===== src/rtl/pmu_pkg.sv =====
package pmu_pkg;
  typedef enum logic [3:0] {
    A_CTRL   = 4'd0,
    A_EN_SET = 4'd1,
    A_EN_CLR = 4'd2,
    A_IE_SET = 4'd3,
    A_IE_CLR = 4'd4,
    A_OVF    = 4'd5,
    A_SEL    = 4'd6,
    A_TYPE   = 4'd7,
    A_VAL    = 4'd8,
    A_CYC    = 4'd9,
    A_UACC   = 4'd10
  } reg_addr_e;

  localparam logic [31:0] TYPE_KEEP = 32'hC800_03FF;
  localparam int CYC_BIT = 31;
  localparam int CTL_RUN = 0;
  localparam int CTL_EVRST = 1;
  localparam int CTL_CYRST = 2;
  localparam int CTL_DIV = 3;
  localparam int CTL_DBG = 5;
  localparam logic [5:0] CTL_STORE = 6'b111001;

  // privilege filter: which levels a type word lets through
  function automatic logic priv_ok(input logic [31:0] t, input logic [1:0] p);
    case (p)
      2'd0: return !t[30];
      2'd1: return !t[31];
      2'd2: return t[27];
      default: return 1'b0;
    endcase
  endfunction
endpackage


===== src/rtl/pmu_setclr.sv =====
module pmu_setclr #(
  parameter int W = 32,
  parameter logic [W-1:0] KEEP = '1
) (
  input  logic         clk,
  input  logic         rst_n,
  input  logic         set_we,
  input  logic         clr_we,
  input  logic [W-1:0] wdata,
  output logic [W-1:0] q
);
  logic [W-1:0] set_m, clr_m;
  assign set_m = set_we ? wdata : '0;
  assign clr_m = clr_we ? wdata : '0;

  always_ff @(posedge clk) begin
    if (!rst_n) q <= '0;
    else        q <= (q | set_m) & ~clr_m & KEEP;
  end
endmodule


===== src/rtl/pmu_evt_counter.sv =====
module pmu_evt_counter
  import pmu_pkg::*;
#(
  parameter int EV_LINES = 32,
  localparam int IDX_W = (EV_LINES > 1) ? $clog2(EV_LINES) : 1
) (
  input  logic                clk,
  input  logic                rst_n,
  input  logic [EV_LINES-1:0] evt,
  input  logic [1:0]          priv,
  input  logic                run,
  input  logic                clr,
  input  logic                wr_type,
  input  logic                wr_val,
  input  logic [31:0]         wdata,
  output logic [31:0]         type_q,
  output logic [31:0]         cnt_q,
  output logic                wrap
);
  logic [9:0] evnum;
  logic hit, inc;

  assign evnum = type_q[9:0];
  assign hit   = (int'(evnum) < EV_LINES) && evt[evnum[IDX_W-1:0]];
  assign inc   = run && hit && priv_ok(type_q, priv);
  assign wrap  = inc && !clr && !wr_val && (cnt_q == '1);

  always_ff @(posedge clk) begin
    if (!rst_n) begin
      type_q <= '0;
      cnt_q  <= '0;
    end else begin
      if (wr_type) type_q <= wdata & TYPE_KEEP;
      if (clr)         cnt_q <= '0;
      else if (wr_val) cnt_q <= wdata;
      else if (inc)    cnt_q <= cnt_q + 32'd1;
    end
  end
endmodule


===== src/rtl/pmu_cycle_counter.sv =====
module pmu_cycle_counter #(
  parameter int PRE_W = 6
) (
  input  logic        clk,
  input  logic        rst_n,
  input  logic        run,
  input  logic        div64,
  input  logic        clr,
  input  logic        wr_val,
  input  logic [31:0] wdata,
  output logic [31:0] cnt_q,
  output logic        wrap
);
  logic [PRE_W-1:0] pre_q;
  logic step;

  assign step = run && (!div64 || (pre_q == '1));
  assign wrap = step && !clr && !wr_val && (cnt_q == '1);

  always_ff @(posedge clk) begin
    if (!rst_n) begin
      pre_q <= '0;
      cnt_q <= '0;
    end else begin
      if (clr || wr_val)     pre_q <= '0;
      else if (run && div64) pre_q <= pre_q + 1'b1;
      if (clr)         cnt_q <= '0;
      else if (wr_val) cnt_q <= wdata;
      else if (step)   cnt_q <= cnt_q + 32'd1;
    end
  end
endmodule


===== src/rtl/pmu_unit.sv =====
module pmu_unit
  import pmu_pkg::*;
#(
  parameter int NUM_EVT  = 4,
  parameter int EV_LINES = 32,
  localparam int SEL_W = 5,
  localparam logic [31:0] IMPL_MASK = 32'h8000_0000 | ((32'd1 << NUM_EVT) - 32'd1)
) (
  input  logic                clk,
  input  logic                rst_n,
  input  logic                reg_wr,
  input  logic                reg_rd,
  input  logic [3:0]          reg_addr,
  input  logic [31:0]         reg_wdata,
  output logic [31:0]         reg_rdata,
  output logic                reg_rvalid,
  input  logic [EV_LINES-1:0] evt_in,
  input  logic [1:0]          priv,
  input  logic                dbg_halt,
  output logic                irq
);
  logic access_ok, wr_ok, rd_ok;
  logic [5:0] ctrl_q;
  logic [SEL_W-1:0] sel_q;
  logic [3:0] uacc_q;
  logic sel_hit;
  logic [31:0] en_q, ie_q, ovf_q, wrap_vec, cyc_q, ovf_clr;
  logic [31:0] type_arr [NUM_EVT];
  logic [31:0] cnt_arr  [NUM_EVT];
  logic evt_rst, cyc_rst, cyc_run, cyc_wrap;
  logic [31:0] sel_type, sel_cnt, rd_mux;

  assign access_ok = (priv != 2'd0) || uacc_q[0];
  assign wr_ok = reg_wr && access_ok;
  assign rd_ok = reg_rd && access_ok;

  function automatic logic we(input reg_addr_e a);
    return wr_ok && (reg_addr == a);
  endfunction

  assign sel_hit = (int'(sel_q) < NUM_EVT);
  assign evt_rst = we(A_CTRL) && reg_wdata[CTL_EVRST];
  assign cyc_rst = we(A_CTRL) && reg_wdata[CTL_CYRST];

  always_ff @(posedge clk) begin
    if (!rst_n) begin
      ctrl_q <= '0;
      sel_q  <= '0;
      uacc_q <= '0;
    end else begin
      if (we(A_CTRL)) ctrl_q <= reg_wdata[5:0] & CTL_STORE;
      if (we(A_SEL))  sel_q  <= reg_wdata[SEL_W-1:0];
      if (we(A_UACC)) uacc_q <= reg_wdata[3:0];
    end
  end

  pmu_setclr #(.W(32), .KEEP(IMPL_MASK)) u_en (
    .clk(clk), .rst_n(rst_n), .set_we(we(A_EN_SET)), .clr_we(we(A_EN_CLR)),
    .wdata(reg_wdata), .q(en_q)
  );
  pmu_setclr #(.W(32), .KEEP(IMPL_MASK)) u_ie (
    .clk(clk), .rst_n(rst_n), .set_we(we(A_IE_SET)), .clr_we(we(A_IE_CLR)),
    .wdata(reg_wdata), .q(ie_q)
  );

  for (genvar g = 0; g < 31; g++) begin : g_slot
    if (g < NUM_EVT) begin : g_cnt
      logic sel_me;
      assign sel_me = sel_hit && (sel_q == SEL_W'(g));
      pmu_evt_counter #(.EV_LINES(EV_LINES)) u_ctr (
        .clk(clk), .rst_n(rst_n), .evt(evt_in), .priv(priv),
        .run(ctrl_q[CTL_RUN] && en_q[g]), .clr(evt_rst),
        .wr_type(we(A_TYPE) && sel_me), .wr_val(we(A_VAL) && sel_me),
        .wdata(reg_wdata), .type_q(type_arr[g]), .cnt_q(cnt_arr[g]),
        .wrap(wrap_vec[g])
      );
    end else begin : g_none
      assign wrap_vec[g] = 1'b0;
    end
  end

  assign cyc_run = ctrl_q[CTL_RUN] && en_q[CYC_BIT] && !(ctrl_q[CTL_DBG] && dbg_halt);

  pmu_cycle_counter #(.PRE_W(6)) u_cyc (
    .clk(clk), .rst_n(rst_n), .run(cyc_run), .div64(ctrl_q[CTL_DIV]),
    .clr(cyc_rst), .wr_val(we(A_CYC)), .wdata(reg_wdata),
    .cnt_q(cyc_q), .wrap(cyc_wrap)
  );
  assign wrap_vec[CYC_BIT] = cyc_wrap;

  // sticky overflow flags: a wrap wins over a clear in the same cycle
  assign ovf_clr = we(A_OVF) ? reg_wdata : '0;
  always_ff @(posedge clk) begin
    if (!rst_n) ovf_q <= '0;
    else        ovf_q <= (ovf_q & ~ovf_clr) | wrap_vec;
  end

  assign irq = |(ovf_q & ie_q);

  always_comb begin
    sel_type = '0;
    sel_cnt  = '0;
    for (int i = 0; i < NUM_EVT; i++) begin
      if (sel_q == SEL_W'(i)) begin
        sel_type = type_arr[i];
        sel_cnt  = cnt_arr[i];
      end
    end
  end

  always_comb begin
    case (reg_addr)
      A_CTRL:             rd_mux = {16'b0, 5'(NUM_EVT), 5'b0, ctrl_q};
      A_EN_SET, A_EN_CLR: rd_mux = en_q;
      A_IE_SET, A_IE_CLR: rd_mux = ie_q;
      A_OVF:              rd_mux = ovf_q;
      A_SEL:              rd_mux = {{(32-SEL_W){1'b0}}, sel_q};
      A_TYPE:             rd_mux = sel_type;
      A_VAL:              rd_mux = sel_cnt;
      A_CYC:              rd_mux = cyc_q;
      A_UACC:             rd_mux = {28'b0, uacc_q};
      default:            rd_mux = '0;
    endcase
  end

  always_ff @(posedge clk) begin
    if (!rst_n) begin
      reg_rdata  <= '0;
      reg_rvalid <= 1'b0;
    end else begin
      reg_rdata  <= rd_ok ? rd_mux : '0;
      reg_rvalid <= reg_rd;
    end
  end
endmodule


===== config.mk =====
export PLATFORM = sky130hd
export DESIGN_NAME = pmu_unit
export DESIGN_NICKNAME = d
export VERILOG_FILES = /design/src/rtl/pmu_pkg.sv /design/src/rtl/pmu_setclr.sv /design/src/rtl/pmu_evt_counter.sv /design/src/rtl/pmu_cycle_counter.sv /design/src/rtl/pmu_unit.sv
export SDC_FILE = /design/constraint.sdc
export NUM_CORES = 1
export LEC_CHECK = 0
export CAP_MARGIN = 40
export CORE_MARGIN = 1.5
export CORE_UTILIZATION = 58
export CTS_CLUSTER_SIZE = 14
export DETAILED_ROUTE_END_ITERATION = 7
export DONT_BUFFER_PORTS = 1
export GPL_TIMING_DRIVEN = 0
export PLACE_DENSITY_LB_ADDON = 0.15
export SLEW_MARGIN = 5
export SYNTH_ARGS = -nofsm -noshare
export SYNTH_HDL_FRONTEND = slang
export SYNTH_SLANG_ARGS = --single-unit

===== constraint.sdc =====
create_clock -name clk -period 2.9 [get_ports clk]
set_input_delay 0 -clock clk [delete_from_list [all_inputs] [get_ports clk]]
set_output_delay 0 -clock clk [all_outputs]
set_load 0.005 [all_outputs]

# ---- Yosys cells after proc, flatten, opt, wreduce, memory -nomap -nowiden
# Index checks and enable logic that the tools add are counted.
dict set report word_totals {
  output_inout_bits 34
  wordCells 202
  reg_bits 360
  inputBits 75
}
dict set report classes {
  mux 36
  n_reduce_logical 99
  add_sub_neg 6
  bitwise 11
  order_cmp 9
  eq_ne 21
}
# cell count
set op_table {}
lappend op_table {{$mux 32} 23}
lappend op_table {{$pmux 32 s9} 1}
lappend op_table {{$add 32x1->32 const B} 5}
lappend op_table {{$eq 32x32->1 const B} 5}
lappend op_table {{$and 32x32->32} 4}
lappend op_table {{$not 32->32} 3}
lappend op_table {{$or 32x32->32} 3}
lappend op_table {{$logic_and 1x1->1} 63}
lappend op_table {{$lt 10x6->1 const B} 4}
lappend op_table {{$reduce_or 32->1} 1}
lappend op_table {{$lt 5x6->1 const B} 4}
lappend op_table {{$bmux 1 s5} 4}
lappend op_table {{$logic_not 1->1} 17}
lappend op_table {{$eq 4x3->1 const B} 4}
lappend op_table {{$eq 4x4->1 const B} 3}
lappend op_table {{$pmux 1 s3} 4}
lappend op_table {{$reduce_bool 2->1} 6}
lappend op_table {{$eq 5x2->1 const B} 2}
lappend op_table {{$reduce_or 2->1} 5}
lappend op_table {{$eq 4x2->1 const B} 2}
lappend op_table {{$add 6x1->6 const B} 1}
lappend op_table {{$eq 6x6->1 const B} 1}
lappend op_table {{$eq 5x1->1 const B} 1}
lappend op_table {{$logic_not 5->1} 1}
lappend op_table {{other kinds (10)} 15}

# ---- Depth between registers and ports, before layout
# Gate-level depths: netlist of run 1.
dict set report depth {
  word_depth 10
  mapped_depth 10
  ltp_nobuf 8
}

# ---- Modules after synthesis
# A second synthesis of run 1 with hierarchy kept.
dict set report hier_totals {
  cells_unflattened 2531
  hier_area_um2 20597.3
}
# mod area_per_inst_um2 instances cells_each seq_area_each_um2
set by_module_without_submodules {}
lappend by_module_without_submodules {pmu_evt_counter 2930.3 4 351 900.9}
lappend by_module_without_submodules {pmu_unit 6014.5 1 783 1561.5}
lappend by_module_without_submodules {pmu_cycle_counter 2115.8 1 256 760.7}
lappend by_module_without_submodules {pmu_setclr 372.9 2 44 100.1}

# ---- Worst setup path after synthesis of run 1
# No wires, ideal clock.
dict set report synth_timing {
  kind {reg2reg}
  startpoint {reg g_slot[0].g_cnt.u_ctr.type_q[2]}
  endpoint {reg g_slot[0].g_cnt.u_ctr.cnt_q[9]}
  slack_ps 175
  setup_time_ps 86
  path_stages_with_launch 10
  synth_period_minus_slack_ps 2725
  arrival_ps 2639
  required_ps 2814
  path_buffers 2
  path_cell_list {dfxtp_1 -> buf_2 -> buf_2 -> mux2i_1 -> a22oi_1 -> and3_1 -> o41ai_1 -> nor3_1 -> xnor2_1 -> a211oi_1}
}
dict set report synth_between {
  elab_chain_cells 6
  word_cells_on_any_way 7
  cone_classes {order compare: 1; mux: 2; reduce/logical: 4}
}
# element line_no
set synth_lines {}
lappend synth_lines {{start, declared} pmu_evt_counter.sv:16} ;# output logic [31:0] type_q,
lappend synth_lines {{start signal, assigned} pmu_evt_counter.sv:33} ;# if (wr_type) type_q <= wdata & TYPE_KEEP;
lappend synth_lines {{$bmux 1 s5} pmu_evt_counter.sv:24} ;# assign hit = (int'(evnum) < EV_LINES) && evt[evnum[IDX_W-1:0]];
lappend synth_lines {{$mux 1 (implied by the code)} pmu_evt_counter.sv:24}
lappend synth_lines {{$logic_and 1x1->1 *} pmu_evt_counter.sv:24}
lappend synth_lines {{$logic_and 1x1->1 * (2 in a row)} pmu_evt_counter.sv:25} ;# assign inc = run && hit && priv_ok(type_q, priv);
lappend synth_lines {{$reduce_bool 2->1 (no line) *} n/a}
lappend synth_lines {{end signal, assigned} pmu_evt_counter.sv:35} ;# else if (wr_val) cnt_q <= wdata;
lappend synth_lines {{end signal, assigned} pmu_evt_counter.sv:36} ;# else if (inc) cnt_q <= cnt_q + 32'd1;
lappend synth_lines {{end, declared} pmu_evt_counter.sv:17} ;# output logic [31:0] cnt_q,
# Mark *: on every way between the ends. The rest lies on a longest branch, timed or not. The select of a mux whose other input is x is not followed.
# A chain may end at the register's enable or synchronous reset.

# ---- Final worst setup path of run 1
dict set report layout_timing {
  startpoint {reg sel_q[4]}
  endpoint {reg g_slot[2].g_cnt.u_ctr.cnt_q[7]}
}
dict set report layout_between {
  elab_chain_cells 4
  word_cells_on_any_way 6
  cone_classes {order compare: 1; eq/ne: 1; mux: 1; reduce/logical: 3}
}
# element line_no
set layout_lines {}
lappend layout_lines {{start, declared} pmu_unit.sv:24} ;# logic [SEL_W-1:0] sel_q;
lappend layout_lines {{start signal, assigned} pmu_unit.sv:52} ;# if (we(A_SEL)) sel_q <= reg_wdata[SEL_W-1:0];
lappend layout_lines {{$lt 5x3->1 or $eq 5x2->1 (tied branches)} {pmu_unit.sv:41, pmu_unit.sv:69}}
lappend layout_lines {{$logic_and 1x1->1 *} pmu_unit.sv:69} ;# assign sel_me = sel_hit && (sel_q == SEL_W'(g));
lappend layout_lines {{$logic_and 1x1->1 *} pmu_unit.sv:73} ;# .wr_type(we(A_TYPE) && sel_me), .wr_val(we(A_VAL) && sel_me),
lappend layout_lines {{$mux 32 or $reduce_bool 2->1 (tied branches)} n/a}
lappend layout_lines {{end signal, assigned} pmu_evt_counter.sv:35}
lappend layout_lines {{end signal, assigned} pmu_evt_counter.sv:36}
lappend layout_lines {{end, declared} pmu_evt_counter.sv:17}
# Mark *: on every way between the ends. The rest lies on a longest branch, timed or not.

==> results of run 1 <==
-- timing repair --
action | CTS | global route
setup endpoints to repair | 101 | 116
pin swaps | 3 | 1
resized for setup | 12 | 32
hold buffers | 33 | 0
endpoints found under the hold margin | 155 | 0
buffers inserted | 3 | 1
-- metrics by stage --
step | area (um2) | std cells
floorplan | 17000 | 2142
global placement | 17500 | 2526
detailed placement | 17600 | 2535
CTS | 19100 | 2629
global route | 19200 | 2630
finish | 19200 | 2632
-- sequential cells by signal, summed over array words and instances, names as in the netlist --
name and flops:
ctrl_q 4, g_slot.g_cnt.u_ctr.cnt_q 128, g_slot.g_cnt.u_ctr.type_q 52, ovf_q 32
reg_rdata 32, reg_rvalid 1, sel_q 5, u_cyc.cnt_q 32
u_cyc.pre_q 6, u_en.q 5, u_ie.q 5, uacc_q 4
-- worst reg2reg max path, cell delays in order (launching register included) --
cell and delay (ns):
dfxtp_1 0.35, nor4b_1 0.61, buf_2 0.27, nor2b_1 0.46, nand2_1 0.29, nand2_1 0.15, clkbuf_1 0.45, o21ai_0 0.19
-- metal layers --
metal  wire length [um]  vias up  track usage [%]  part of all wire, %
met1              26000     8373             58.1                   39
met2              28700     1212             65.2                   43
met3               9060      215             10.0                   14
met4               2830        8             18.6                  4.2
met5                 54        -                0                0.081
li1                   -     7894                -                    -
-- synthesized netlist by cell type (9+ instances only) --
| cell type | count | area (um2) |
|---|---|---|
| dfxtp_1 | 306 | 6130 |
| nand2_1 | 257 | 965 |
| nor2_1 | 211 | 792 |
| a21oi_1 | 182 | 911 |
| clkbuf_1 | 138 | 518 |
| o21ai_0 | 119 | 596 |
| xnor2_1 | 104 | 911 |
| mux2i_1 | 83 | 831 |
| nand3_1 | 83 | 415 |
| a211oi_1 | 72 | 541 |
| nor3_1 | 60 | 300 |
| nor2b_1 | 41 | 257 |
| a22oi_1 | 39 | 293 |
| inv_1 | 39 | 146 |
| and3_1 | 37 | 231 |
| xor2_1 | 34 | 298 |
| nor4_1 | 31 | 194 |
| nand4_1 | 27 | 169 |
| o22ai_1 | 27 | 169 |
| o221ai_1 | 23 | 201 |
| mux4_2 | 20 | 450 |
| a31oi_1 | 17 | 106 |
| mux2_2 | 16 | 180 |
| and2_1 | 15 | 93.8 |
| buf_2 | 12 | 60.1 |
| or3_1 | 11 | 68.8 |
| a222oi_1 | 10 | 100 |
| o21ai_1 | 9 | 45.0 |
-- kinds of logic after synthesis --
family / Yosys count / share of synthesized area, %
AO/OA/AOI/OAI: 551 / 20.1
AND/OR/NAND/NOR: 821 / 23.1
adder cells (fa/ha/maj): 6 / 0.441
multiplexers: 119 / 8.58
XOR/XNOR: 138 / 7.10
flip-flops: 306 / 36.0
buffers and inverters: 201 / 4.70
-- worst max-delay path by stage --
stage,startpoint,endpoint,slack [ns],cells after the start
finish,sel_q[4],g_slot[2].g_cnt.u_ctr.cnt_q[7],0.003,7
global route,sel_q[1],reg_rdata[30],-0.002,8
CTS,g_slot[0].g_cnt.u_ctr.type_q[2],g_slot[0].g_cnt.u_ctr.cnt_q[24],0.01,10
detailed placement,sel_q[1],reg_rdata[31],-0.42,8
global placement,g_slot[0].g_cnt.u_ctr.type_q[2],g_slot[0].g_cnt.u_ctr.cnt_q[9],-0.78,9
floorplan,g_slot[0].g_cnt.u_ctr.type_q[2],g_slot[0].g_cnt.u_ctr.cnt_q[9],0.18,9
-- layout make-up --
type                    instances  area [um2]  share of cell area [%]
diodes                          2        5.00                  0.0260
plain buffers                 157         662                    3.44
clock buffers                  52        1090                    5.68
clock inverters                 9        51.3                   0.267
inverters                      40         150                   0.781
multi-input cells            1635       10200                    53.1
flip-flops and latches        306        6130                    31.9
well taps                     384         480                    2.50
repair buffers                 47         444                    2.31
-- power breakdown --
| part | internal [uW] | total, uW | switching (uW) |
|---|---|---|---|
| clock | 2600 | 4450 | 1840 |
| sequential | 4250 | 4320 | 68.9 |
| combinational | 203 | 652 | 448 |
==> impl_metrics.csv, run 1 <==
group,metric,value,unit
timing,timing.fmax,0.345,GHz
cells_and_area,final_util,66.8,%
timing,holdWs,0.0292,ns
floorplan,die_area,0.0304,mm2
detailed_routing,via_per_inst,6.73,
clock_tree,root_buffer,"clkbuf_16",
floorplan,die_h,174,um
clock_tree,cts_htree_levels,2,
worst_setup_path,reg2reg_from,"sel_q[4]",
synthesis,synth-seq-area-share,36.0,%
synthesis,async_reset_ff_share,0,%
worst_setup_path,path_cells,"nor4b_1, buf_2, nor2b_1, nand2_1, nand2_1, clkbuf_1, o21ai_0",
synthesis,yosys_register_bits,306,
detailed_routing,wire_per_inst,25.3,um
grt,grt_remaining_overflow,0,
cells_and_area,final_common_cell,"dfxtp_1",
worst_setup_path,cp_common_cell,"nand2_1",
min_path,hold_class,"input port to flop",
worst_setup_path,worst_ep_required_time,3.29,ns
timing,setup_viol,0,
synthesis,synth.distinct_cells,73,
synthesis,synth_area,0.0170,mm2
synthesis,ys_warn_count,0,
timing,fin_skew,0.0233,ns
floorplan,core_area,0.0288,mm2
floorplan,initial_core_util,59.2,%
cells_and_area,drive_above_1_share,7.52,%
clock_tree,clock_latency,0.54,ns
worst_setup_path,cp_slowest_stage_delay,0.61,ns
detailed_routing,wirelength,66600,um
timing,finalCriticalPeriod,2.90,ns
detailed_routing,drc,0,
grt,grt_max_degree,15,
power_and_ir_drop,power.density,490,mW/mm2
min_path,min_from,"reg_addr[1]",
timing,hold_viol,0,
worst_setup_path,r2r_setup_slack,0.003,ns
place,portBuffers,0,
timing,worst_slew_pin_slew,0.984,ns
detailed_routing,antenna_left,0,
cells_and_area,fillers,2476,
floorplan,die_x,174,um
clock_tree,cts_tree,"built",
timing,worst_slack,0.00296,ns
synthesis,synthCells,2142,
synthesis,synth_edf_count,0,
worst_setup_path,r2r_cells,7,
min_path,min_to,"u_en.q[31]",
timing,relSlewSlack,34.4,%
worst_setup_path,crit_type,"flop to flop",
grt,antenna_found_initial,5,
place,gp_congestion,1.04,
clock_tree,cts_made_buffers,34,
worst_setup_path,critPathSlowestCell,"nor4b_1",
worst_setup_path,critPathTopFamily,"simple AND/OR/NAND/NOR gates",
floorplan,rows,62,
place,post-place-ws,-0.423,ns
grt,grt_pass1_wl,99400,um
cells_and_area,mostFrequentLayoutCells,"dfxtp_1 (303), nand2_1 (257), nor2_1 (210), a21oi_1 (182), clkbuf_1 (125)",
worst_setup_path,endpoint_kind,"flop",
power_and_ir_drop,vdd_drop_max,0.436,mV
power_and_ir_drop,p_total,9420,uW
worst_setup_path,reg2reg_to,"g_slot[2].g_cnt.u_ctr.cnt_q[7]",
min_path,whs_path_depth,4,
power_and_ir_drop,p_leak,0.00599,uW
grt,first_global_vias,16300,
detailed_routing,first_iter_violations,2678,
synthesis,syn_nets,2223,
detailed_routing,num_vias,17700,
job,cap_violations,0,
detailed_routing,dr.pass1.iters,7,
floorplan,io_pins,109,
clock_tree,clk_pin_slew_worst_paths,0.06,ns
cells_and_area,nets,2302,
synthesis,avgSynthCellArea,7.95,um2
worst_setup_path,critPathArrivalTime,3.29,ns
clock_tree,clock_sinks,306,
grt,gr-usage-all-layers,42.9,%
cells_and_area,areaGrowthSynthToFinish,12.9,%
timing,tns,0,ns
timing,period_share,99.9,%
synthesis,yosys_most_used_dff,"dfxtp_1",
clock_tree,cts_max_path_buffers,3,
worst_setup_path,cp_max_fo,10,
status,status,"finished, final reports clean",
place,hpwlAfterDp,49600,um
timing,drv_slew,0,
worst_setup_path,cp-start-kind,"flop",
worst_setup_path,path_buf_inv,2,
Note: power is estimated with default switching activity, not from simulation.
==> inputs of run 2 (changes only) <==
Settings changed: CELL_PAD_IN_SITES_DETAIL_PLACEMENT set to 0, CELL_PAD_IN_SITES_GLOBAL_PLACEMENT set to 2, CORE_UTILIZATION 58 to 35.
==> impl_metrics.csv, run 2 (synthesis gave the netlist of run 1 again) <==
group,metric,value,unit
status,status,"finished, final reports clean",
detailed_routing,drc,0,
timing,fin_skew,0.0253,ns
clock_tree,cts_htree_levels,2,
cells_and_area,reg_top3,"g_slot.g_cnt.u_ctr.cnt_q (128), g_slot.g_cnt.u_ctr.type_q (52)",
detailed_routing,dr.pass1.iters,6,
floorplan,core_area,0.0478,mm2
timing,worst_slew_pin_slew,0.869,ns
worst_setup_path,critPathArrivalTime,3.29,ns
floorplan,die_h,224,um
power_and_ir_drop,p_leak,0.00620,uW
place,gp_congestion,0.911,
grt,grt_pass1_wl,111000,um
grt,grt_max_degree,12,
cells_and_area,final_util,41.8,%
power_and_ir_drop,p_total,10100,uW
grt,gr-usage-all-layers,29.9,%
clock_tree,clock_sinks,306,
detailed_routing,wire_per_inst,26.4,um
timing,setup_viol,0,
power_and_ir_drop,power.density,506,mW/mm2
worst_setup_path,cp_max_fo,10,
place,hpwlAfterDp,58500,um
timing,relSlewSlack,42.1,%
timing,hold_viol,0,
worst_setup_path,endpoint_kind,"flop",
cells_and_area,nets,2322,
worst_setup_path,r2r_setup_slack,0.02,ns
cells_and_area,mostFrequentLayoutCells,"dfxtp_1 (302), nand2_1 (257), nor2_1 (207), a21oi_1 (182), clkbuf_1 (124)",
floorplan,io_pins,109,
detailed_routing,via_per_inst,5.92,
clock_tree,cts_tree,"built",
detailed_routing,first_iter_violations,1716,
grt,antenna_found_initial,5,
cells_and_area,largest_register_ffs,128,
clock_tree,cts_max_path_buffers,3,
timing,rsz0062_at_grt,"yes",
cells_and_area,design_area,0.0200,mm2
grt,first_global_vias,15900,
clock_tree,clk_pin_slew_worst_paths,0.06,ns
cells_and_area,top_register,"g_slot.g_cnt.u_ctr.cnt_q",
job,cap_violations,0,
power_and_ir_drop,vdd_drop_max,0.357,mV
floorplan,rows,80,
detailed_routing,wirelength,76200,um
detailed_routing,antenna_left,0,
timing,drv_slew,0,
clock_tree,root_buffer,"clkbuf_16",
timing,holdWs,0.0708,ns
cells_and_area,final_common_cell,"dfxtp_1",
floorplan,die_area,0.0500,mm2
clock_tree,clock_latency,0.58,ns
min_path,hold_class,"input port to flop",
timing,finalCriticalPeriod,2.88,ns
worst_setup_path,cp-start-kind,"flop",
worst_setup_path,crit_type,"flop to flop",
cells_and_area,areaGrowthSynthToFinish,17.5,%
grt,grt_remaining_overflow,0,
place,portBuffers,0,
place,place_area,0.0181,mm2
clock_tree,cts_made_buffers,40,
timing,period_share,99.2,%
floorplan,initial_core_util,35.6,%
worst_setup_path,worst_ep_required_time,3.32,ns
floorplan,die_x,224,um
detailed_routing,num_vias,17100,
cells_and_area,drive_above_1_share,9.34,%
timing,timing.fmax,0.348,GHz
## run 2: final timing paths
kind                                   start                               to  cells past startpoint
min reg2reg                        ovf_q[14]                        ovf_q[14]                      2
min                                   reg_wr  g_slot[0].g_cnt.u_ctr.cnt_q[12]                      5
max          g_slot[2].g_cnt.u_ctr.type_q[2]  g_slot[2].g_cnt.u_ctr.cnt_q[27]                     11
max reg2reg  g_slot[2].g_cnt.u_ctr.type_q[2]  g_slot[2].g_cnt.u_ctr.cnt_q[27]                     11
## run 2: power by group
group / internal [uW] / total [uW] / switching [uW]
combinational: 226 / 703 / 477
clock: 3050 / 5100 / 2050
sequential: 4250 / 4320 / 67.7
total: 7530 / 10100 / 2600
## run 2: per-layer routing
metal,vias up,GRT usage (%),share of wire [%]
li1,7930,-,-
met1,8329,43.1,46
met2,673,46.6,44
met3,128,3.50,6.7
met4,6,9.11,2.9
met5,-,0,0.034
## run 2: timing repair
| item | in CTS | in global routing |
|---|---|---|
| hold buffers | 37 | 0 |
| endpoints found under the setup margin | 164 | 104 |
| endpoints found under the hold margin | 215 | 0 |
| pin swaps | 2 | 1 |
| buffers inserted | 2 | 1 |
| gates resized for setup | 27 | 53 |
## run 2: final cells by class
class                   count  area, um2
fillers                  4982      27800
clock inverters            11        160
repair buffers             61        627
diodes                      1       2.50
inverters                  40        150
well taps                 615        769
clock buffers              59       1160
multi-input cells        1635      10300
plain buffers             157        683
flip-flops and latches    306       6130
## run 2: per-stage QoR
| step | cells | setup TNS (ns) | worst slack (ns) |
|---|---|---|---|
| final | 2885 | 0 | 0.0230 |
| after global routing | 2884 | -0.715 | -0.113 |
| after CTS | 2883 | 0 | 0.00113 |
| after detailed placement | 2778 | -55.27 | -0.607 |
| after global placement | 2757 | -69.54 | -1.24 |
| after floorplan | 2142 | 0 | 0.175 |
## run 2: worst max-delay path: stages (launching register included)
cell and delay (ns):
dfxtp_1 0.31, buf_6 0.14, buf_12 0.15, mux2i_1 0.14, mux4_2 0.47, a222oi_1 0.29
buf_4 0.20, nand3_1 0.29, buf_4 0.33, nor3_4 0.19, xnor2_1 0.13, a21oi_1 0.08
